===== config.mk =====
export PLATFORM = sky130hd
export DESIGN_NAME = onfi_param_reader
export DESIGN_NICKNAME = d
export VERILOG_FILES = /design/src/rtl/onfi_pkg.sv /design/src/rtl/onfi_field_grab.sv /design/src/rtl/onfi_ctrl.sv /design/src/rtl/onfi_dp.sv /design/src/rtl/onfi_param_reader.sv
export SDC_FILE = /design/constraint.sdc
export NUM_CORES = 1
export LEC_CHECK = 0
export ABC_AREA = 1
export BUFFER_PORTS_ARGS = -buffer_cell sky130_fd_sc_hd__buf_4
export CAP_MARGIN = 20
export CORE_ASPECT_RATIO = 1.4
export CORE_MARGIN = 2
export CORE_UTILIZATION = 63
export CTS_CLUSTER_DIAMETER = 80
export CTS_CLUSTER_SIZE = 16
export DETAILED_ROUTE_END_ITERATION = 10
export PLACE_DENSITY = 0.86
export SYNTH_ARGS = -nofsm -noshare
export SYNTH_HDL_FRONTEND = slang
export SYNTH_HIERARCHICAL = 1
export SYNTH_SLANG_ARGS = --single-unit

===== constraint.sdc =====
create_clock -name clk -period 7.85 [get_ports clk]
set_input_delay 2.355 -clock clk [delete_from_list [all_inputs] [get_ports clk]]
set_output_delay 2.355 -clock clk [all_outputs]
set_load 0.03 [all_outputs]

===== src/rtl/onfi_pkg.sv =====
package onfi_pkg;

  localparam int PAGE_LEN = 116;
  localparam int CNT_W    = $clog2(PAGE_LEN + 1);
  localparam int SIG_LEN  = 4;

  localparam logic [7:0] CMD_PROBE   = 8'h90;
  localparam logic [7:0] ADDR_PROBE  = 8'h20;
  localparam logic [7:0] CMD_PARAM   = 8'hEC;
  localparam logic [7:0] ADDR_PARAM  = 8'h00;
  localparam logic [7:0] CMD_DATAOUT = 8'h00;
  localparam logic [7:0] BLANK_BYTE  = 8'hFF;

  // byte positions inside the parameter page
  localparam int OFS_BUSW  = 6;
  localparam int OFS_MODEL = 49;
  localparam int OFS_MFR   = 64;
  localparam int OFS_PAGE  = 80;
  localparam int OFS_SPARE = 84;
  localparam int OFS_PPB   = 92;
  localparam int OFS_BPL   = 96;
  localparam int OFS_LUNS  = 100;
  localparam int OFS_ECC   = 112;

  typedef enum logic [1:0] {
    BUS_CMD  = 2'd0,
    BUS_ADDR = 2'd1,
    BUS_READ = 2'd2
  } busKind_e;

  typedef enum logic [1:0] {
    ERR_NONE  = 2'd0,
    ERR_NODEV = 2'd1,
    ERR_BLANK = 2'd2
  } errCode_e;

  typedef struct packed {
    logic clrCnt;    // restart byte counter and running flags
    logic sigByte;   // a signature byte is on busRdData
    logic pageByte;  // a page byte is on busRdData
    logic commit;    // copy captured fields to outputs
  } dpStrobe_t;

  function automatic logic [7:0] sigChar(input logic [1:0] idx);
    case (idx)
      2'd0:    sigChar = 8'h4F; // O
      2'd1:    sigChar = 8'h4E; // N
      2'd2:    sigChar = 8'h46; // F
      default: sigChar = 8'h49; // I
    endcase
  endfunction

endpackage


===== src/rtl/onfi_field_grab.sv =====
module onfi_field_grab #(
  parameter int OFFSET = 0,
  parameter int NBYTES = 1,
  parameter int CNT_W  = 7,
  localparam int VAL_W = 8 * NBYTES
) (
  input  logic             clk,
  input  logic             rstN,
  input  logic [CNT_W-1:0] byteIdx,
  input  logic [7:0]       rdData,
  input  logic             pageByte,
  input  logic             commit,
  output logic [VAL_W-1:0] value
);

  logic [VAL_W-1:0] shadow;

  // one byte lane per field byte, little-endian placement
  for (genvar b = 0; b < NBYTES; b++) begin : g_lane
    always_ff @(posedge clk) begin
      if (!rstN) begin
        shadow[8*b +: 8] <= '0;
      end else if (pageByte && byteIdx == CNT_W'(OFFSET + b)) begin
        shadow[8*b +: 8] <= rdData;
      end
    end
  end

  // the last lane can arrive in the same cycle as the commit
  logic [VAL_W-1:0] shadowNow;
  always_comb begin
    shadowNow = shadow;
    for (int b = 0; b < NBYTES; b++) begin
      if (pageByte && byteIdx == CNT_W'(OFFSET + b)) begin
        shadowNow[8*b +: 8] = rdData;
      end
    end
  end

  always_ff @(posedge clk) begin
    if (!rstN) begin
      value <= '0;
    end else if (commit) begin
      value <= shadowNow;
    end
  end

endmodule


===== src/rtl/onfi_ctrl.sv =====
module onfi_ctrl
  import onfi_pkg::*;
(
  input  logic             clk,
  input  logic             rstN,
  input  logic             start,
  input  logic             busAck,
  input  logic             pollDone,
  input  logic [CNT_W-1:0] byteIdx,
  input  logic             sigOkNext,
  input  logic             blankNext,
  output dpStrobe_t        strobe,
  output logic             busReq,
  output logic [1:0]       busKind,
  output logic [7:0]       busWrData,
  output logic             pollReq,
  output logic             busy,
  output logic             done,
  output logic [1:0]       errCode
);

  typedef enum logic [3:0] {
    ST_IDLE, ST_ID_CMD, ST_ID_ADDR, ST_ID_READ,
    ST_PG_CMD, ST_PG_ADDR, ST_PG_POLL, ST_PG_REOPEN, ST_PG_READ
  } state_e;

  state_e   state, stateNext;
  logic     finish;
  errCode_e finishCode;
  logic     startAcc;

  assign startAcc = start && (state == ST_IDLE);
  assign busy     = (state != ST_IDLE);

  always_comb begin
    stateNext  = state;
    strobe     = '0;
    busReq     = 1'b0;
    busKind    = BUS_CMD;
    busWrData  = 8'h00;
    pollReq    = 1'b0;
    finish     = 1'b0;
    finishCode = ERR_NONE;
    case (state)
      ST_IDLE: begin
        if (start) stateNext = ST_ID_CMD;
      end
      ST_ID_CMD: begin
        busReq    = 1'b1;
        busWrData = CMD_PROBE;
        if (busAck) stateNext = ST_ID_ADDR;
      end
      ST_ID_ADDR: begin
        busReq    = 1'b1;
        busKind   = BUS_ADDR;
        busWrData = ADDR_PROBE;
        if (busAck) begin
          strobe.clrCnt = 1'b1;
          stateNext     = ST_ID_READ;
        end
      end
      ST_ID_READ: begin
        busReq  = 1'b1;
        busKind = BUS_READ;
        if (busAck) begin
          strobe.sigByte = 1'b1;
          if (byteIdx == CNT_W'(SIG_LEN - 1)) begin
            if (sigOkNext) begin
              stateNext = ST_PG_CMD;
            end else begin
              finish     = 1'b1;
              finishCode = ERR_NODEV;
              stateNext  = ST_IDLE;
            end
          end
        end
      end
      ST_PG_CMD: begin
        busReq    = 1'b1;
        busWrData = CMD_PARAM;
        if (busAck) stateNext = ST_PG_ADDR;
      end
      ST_PG_ADDR: begin
        busReq    = 1'b1;
        busKind   = BUS_ADDR;
        busWrData = ADDR_PARAM;
        if (busAck) stateNext = ST_PG_POLL;
      end
      ST_PG_POLL: begin
        pollReq = 1'b1;
        if (pollDone) stateNext = ST_PG_REOPEN;
      end
      ST_PG_REOPEN: begin
        busReq    = 1'b1;
        busWrData = CMD_DATAOUT;
        if (busAck) begin
          strobe.clrCnt = 1'b1;
          stateNext     = ST_PG_READ;
        end
      end
      ST_PG_READ: begin
        busReq  = 1'b1;
        busKind = BUS_READ;
        if (busAck) begin
          strobe.pageByte = 1'b1;
          if (byteIdx == CNT_W'(PAGE_LEN - 1)) begin
            finish    = 1'b1;
            stateNext = ST_IDLE;
            if (blankNext) begin
              finishCode = ERR_BLANK;
            end else begin
              finishCode    = ERR_NONE;
              strobe.commit = 1'b1;
            end
          end
        end
      end
      default: stateNext = ST_IDLE;
    endcase
  end

  always_ff @(posedge clk) begin
    if (!rstN) begin
      state   <= ST_IDLE;
      done    <= 1'b0;
      errCode <= ERR_NONE;
    end else begin
      state <= stateNext;
      done  <= finish;
      if (startAcc)    errCode <= ERR_NONE;
      else if (finish) errCode <= finishCode;
    end
  end

endmodule


===== src/rtl/onfi_dp.sv =====
module onfi_dp
  import onfi_pkg::*;
(
  input  logic             clk,
  input  logic             rstN,
  input  dpStrobe_t        strobe,
  input  logic [7:0]       rdData,
  output logic [CNT_W-1:0] byteIdx,
  output logic             sigOkNext,
  output logic             blankNext,
  output logic [7:0]       mfrId,
  output logic             busWide,
  output logic [7:0]       modelByte,
  output logic [31:0]      pageBytes,
  output logic [15:0]      spareBytes,
  output logic [31:0]      pagesPerBlock,
  output logic [31:0]      blocksPerLun,
  output logic [7:0]       lunCount,
  output logic [7:0]       eccBits
);

  logic sigMatch;
  logic allBlank;
  logic byteStrobe;

  assign byteStrobe = strobe.sigByte || strobe.pageByte;
  assign sigOkNext  = sigMatch && (rdData == sigChar(byteIdx[1:0]));
  assign blankNext  = allBlank && (rdData == BLANK_BYTE);

  always_ff @(posedge clk) begin
    if (!rstN) begin
      byteIdx  <= '0;
      sigMatch <= 1'b1;
      allBlank <= 1'b1;
    end else if (strobe.clrCnt) begin
      byteIdx  <= '0;
      sigMatch <= 1'b1;
      allBlank <= 1'b1;
    end else if (byteStrobe) begin
      byteIdx <= byteIdx + 1'b1;
      if (strobe.sigByte)  sigMatch <= sigOkNext;
      if (strobe.pageByte) allBlank <= blankNext;
    end
  end

  logic [7:0] busWideByte;
  assign busWide = busWideByte[0];

  onfi_field_grab #(.OFFSET(OFS_BUSW), .NBYTES(1), .CNT_W(CNT_W)) i_grabBusw (
    .clk, .rstN, .byteIdx, .rdData, .pageByte(strobe.pageByte),
    .commit(strobe.commit), .value(busWideByte));
  onfi_field_grab #(.OFFSET(OFS_MODEL), .NBYTES(1), .CNT_W(CNT_W)) i_grabModel (
    .clk, .rstN, .byteIdx, .rdData, .pageByte(strobe.pageByte),
    .commit(strobe.commit), .value(modelByte));
  onfi_field_grab #(.OFFSET(OFS_MFR), .NBYTES(1), .CNT_W(CNT_W)) i_grabMfr (
    .clk, .rstN, .byteIdx, .rdData, .pageByte(strobe.pageByte),
    .commit(strobe.commit), .value(mfrId));
  onfi_field_grab #(.OFFSET(OFS_PAGE), .NBYTES(4), .CNT_W(CNT_W)) i_grabPage (
    .clk, .rstN, .byteIdx, .rdData, .pageByte(strobe.pageByte),
    .commit(strobe.commit), .value(pageBytes));
  onfi_field_grab #(.OFFSET(OFS_SPARE), .NBYTES(2), .CNT_W(CNT_W)) i_grabSpare (
    .clk, .rstN, .byteIdx, .rdData, .pageByte(strobe.pageByte),
    .commit(strobe.commit), .value(spareBytes));
  onfi_field_grab #(.OFFSET(OFS_PPB), .NBYTES(4), .CNT_W(CNT_W)) i_grabPpb (
    .clk, .rstN, .byteIdx, .rdData, .pageByte(strobe.pageByte),
    .commit(strobe.commit), .value(pagesPerBlock));
  onfi_field_grab #(.OFFSET(OFS_BPL), .NBYTES(4), .CNT_W(CNT_W)) i_grabBpl (
    .clk, .rstN, .byteIdx, .rdData, .pageByte(strobe.pageByte),
    .commit(strobe.commit), .value(blocksPerLun));
  onfi_field_grab #(.OFFSET(OFS_LUNS), .NBYTES(1), .CNT_W(CNT_W)) i_grabLuns (
    .clk, .rstN, .byteIdx, .rdData, .pageByte(strobe.pageByte),
    .commit(strobe.commit), .value(lunCount));
  onfi_field_grab #(.OFFSET(OFS_ECC), .NBYTES(1), .CNT_W(CNT_W)) i_grabEcc (
    .clk, .rstN, .byteIdx, .rdData, .pageByte(strobe.pageByte),
    .commit(strobe.commit), .value(eccBits));

endmodule


===== src/rtl/onfi_param_reader.sv =====
module onfi_param_reader
  import onfi_pkg::*;
(
  input  logic        clk,
  input  logic        rstN,
  input  logic        start,
  output logic        busy,
  output logic        done,
  output logic [1:0]  errCode,
  output logic        busReq,
  output logic [1:0]  busKind,
  output logic [7:0]  busWrData,
  input  logic        busAck,
  input  logic [7:0]  busRdData,
  output logic        pollReq,
  input  logic        pollDone,
  output logic [7:0]  mfrId,
  output logic        busWide,
  output logic [7:0]  modelByte,
  output logic [31:0] pageBytes,
  output logic [15:0] spareBytes,
  output logic [31:0] pagesPerBlock,
  output logic [31:0] blocksPerLun,
  output logic [7:0]  lunCount,
  output logic [7:0]  eccBits
);

  dpStrobe_t        strobe;
  logic [CNT_W-1:0] byteIdx;
  logic             sigOkNext;
  logic             blankNext;

  onfi_ctrl i_ctrl (
    .clk, .rstN, .start, .busAck, .pollDone, .byteIdx, .sigOkNext, .blankNext,
    .strobe, .busReq, .busKind, .busWrData, .pollReq, .busy, .done, .errCode);

  onfi_dp i_dp (
    .clk, .rstN, .strobe, .rdData(busRdData), .byteIdx, .sigOkNext, .blankNext,
    .mfrId, .busWide, .modelByte, .pageBytes, .spareBytes, .pagesPerBlock,
    .blocksPerLun, .lunCount, .eccBits);

endmodule


==> summary.txt <==
Run
  • MaxCap Viol Count: 0

Placement
  • Gpl congestion: 0.831
  • DP HPWL: 20.0 mm
  • I/O Buffers: 171

Floorplan
  • Initial Utilization: about 64%
  • Die X: around 130 um
  • Die area: roughly 23000 um2
  • I/O pin count: around 170
  • Rows: 63
  • Die Ht: ~180 um
  • Core area: between 20000 and 25000 um2

Clock network
  • Hold_buf cts: 0
  • Clk_lat worst skew: 0.51 ns
  • Post-CTS setup repair buffer count: 0
  • H-Tree Depth: 1
  • CTS buffer count: 23
  • Cts repair resizes: 0
  • CTS tree: yes
  • Clock sink count: just over 300
  • Buffer depth of the longest clock path: 3
  • CTS clk-pin slew, worst paths: roughly 0.07 ns
  • CTS root buffer: clkbuf_16

Pwr
  • Pwr/cell area: about 190 nW/um2
  • Worst VDD drop: about 180 uV
  • Total power: 3.00 mW
  • P_leak: approximately 7 nW

Finish
  • Fraction of layout cells with a size suffix above 1: between 10% and 20%
  • Fill cell count: 1727
  • Ant. Diodes: 0
  • Nets: approximately 2000
  • Layout area overhead: 12.2%

Global routing
  • First-pass GRT wire length: around 52 mm
  • Vias in the first global route: 11100
  • Initial antenna violation count: 0
  • Largest net degree at the start of global routing: between 150 and 200
  • Total gr overflow: 0
  • Total GRT Usage: between 20% and 30%

Logic synthesis
  • Cell count after synthesis: roughly 1900
  • Synth Warn #: 6
  • Syn_area_per_cell: between 7 and 8 um2
  • Synthesized cell area: about 14000 um2

Setup path
  • Worst path cell trace: buf_4 -> inv_1 -> nor2_2 -> nand2_1 -> nor2_4 -> buf_4 -> nand3_1 -> nand2_1 -> inv_1
  • Critical Path Start Type: primary input
  • Crit path max fanout: about 100
  • Crit path capture type: register
  • CP max-delay cell: buf_4
  • Crit path kind: primary input to register
  • Critical Path RT: between 8 and 9 ns
  • CP max stage delay: a little over 0.7 ns
  • Crit path DAT: 4.74 ns

STA
  • Setup violators final: 0
  • Post-layout min period: between 4 and 5 ns
  • Slew Limit Fails: 0
  • Setup TNS: 0 ns
  • Final Hold Viols: 0
  • Final worst path period share: between 50% and 60%
  • Skew final: roughly 0.011 ns
  • Rel. slew slack: roughly a third
  • RSZ-0062 raised after global routing: no
  • F_max: about 230 MHz
  • Slew of the pin with the lowest slew margin: between 1 and 1.5 ns

Route
  • Initial DRC Count: about 850
  • Pre-Repair DR Iteration Count: 5
  • Vias per inst: 5.42
  • Total number of vias: around 12000
  • Routed WL: 32.1 mm
  • Routed len/inst: approximately 14 um
  • Antenna-violating nets left: 0
  • DRC: 0

Outcome
  • Outcome: finished clean

Hold path
  • Worst hold path type: register to register
## metrics by stage
stage / cells / utilization (%) / cell area, um2 / hold slack, ns / setup WS (ns)
after global routing: 2240 / 72.4 / 15400 / 0.485 / 3.32
after floorplan: 1860 / - / 13700 / 0.434 / 3.22
after CTS: 2239 / 72.3 / 15400 / 0.467 / 3.56
after detailed placement: 2215 / 69.5 / 14800 / 0.456 / 3.05
final: 2240 / 72.4 / 15400 / 0.465 / 3.53
after global placement: 2215 / 69.5 / 14800 / 0.448 / 3.13
## layout by cell type (no fill, tap or decap), types with 5 or more instances in the layout
| master | count |
|---|---|
| buf_4 | 174 |
| nand2_2 | 59 |
| inv_2 | 11 |
| nor3_1 | 5 |
| nor2_4 | 18 |
| a21oi_1 | 151 |
| nor2_2 | 12 |
| nand2_8 | 5 |
| nand3_4 | 6 |
| inv_1 | 230 |
| o21ai_0 | 15 |
| nand2_1 | 313 |
| nor2_1 | 316 |
| nand3_2 | 25 |
| clkbuf_16 | 23 |
| dfxtp_1 | 306 |
| nand4_1 | 35 |
| nor2_8 | 11 |
| nand3_1 | 248 |
## metal layers
| metal | track usage [%] | vias to the layer above | wire length [um] |
|---|---|---|---|
| met3 | 3.45 | 75 | 1990 |
| met1 | 34.7 | 5586 | 13100 |
| met2 | 48.9 | 375 | 16200 |
| met5 | 0 | - | 0 |
| li1 | - | 6095 | - |
| met4 | 8.88 | 0 | 844 |
## where the power goes
| group | internal, mW | switching [mW] | leakage, nW |
|---|---|---|---|
| sequential | 1.56 | 0.0145 | 2.46 |
| clock | 0.523 | 0.515 | 0.291 |
| combinational | 0.105 | 0.282 | 4.08 |
| total | 2.19 | 0.812 | 6.84 |
## worst max-delay path, delay by kind of cell
family	cells	cell delay (ns)
buffers and inverters	4	0.90
and+or+nand+nor	5	1.39
## final cells by class
cell class                      instances  area, um2  share of cell area, %
Multi-Input combinational cell       1230       6090                   39.6
Tap cell                              260        325                   2.11
Timing Repair Buffer                  176       1350                   8.74
Clock buffer                           23        576                   3.74
Inverter                              244        918                   5.96
Clock inverter                          1       16.3                  0.106
Sequential cell                       306       6130                   39.8
## path summary, 6_finish.rpt
path | from | end | slack [ns] | depth (start not counted)
hold / removal | i_dp/i_grabLuns/shadow[7] | i_dp/i_grabLuns/shadow[7] | 0.46 | 2
setup reg to reg | i_ctrl/state[0] | i_dp/i_grabPage/value[30] | 4.75 | 9
setup / recovery | busAck | i_dp/i_grabPage/value[30] | 3.53 | 9
hold reg to reg | i_dp/i_grabLuns/shadow[7] | i_dp/i_grabLuns/shadow[7] | 0.46 | 2
## sequential cells by signal (all words and copies together) (netlist names), 16 cells and up
| name | count |
|---|---|
| i_dp/i_grabBpl/value | 32 |
| i_dp/i_grabPage/shadow | 32 |
| i_dp/i_grabPage/value | 32 |
| i_dp/i_grabPpb/value | 32 |
| i_dp/i_grabBpl/shadow | 32 |
| i_dp/i_grabPpb/shadow | 32 |
| i_dp/i_grabSpare/value | 16 |
| i_dp/i_grabSpare/shadow | 16 |
No activity file was read; power rests on OpenSTA's default activity.
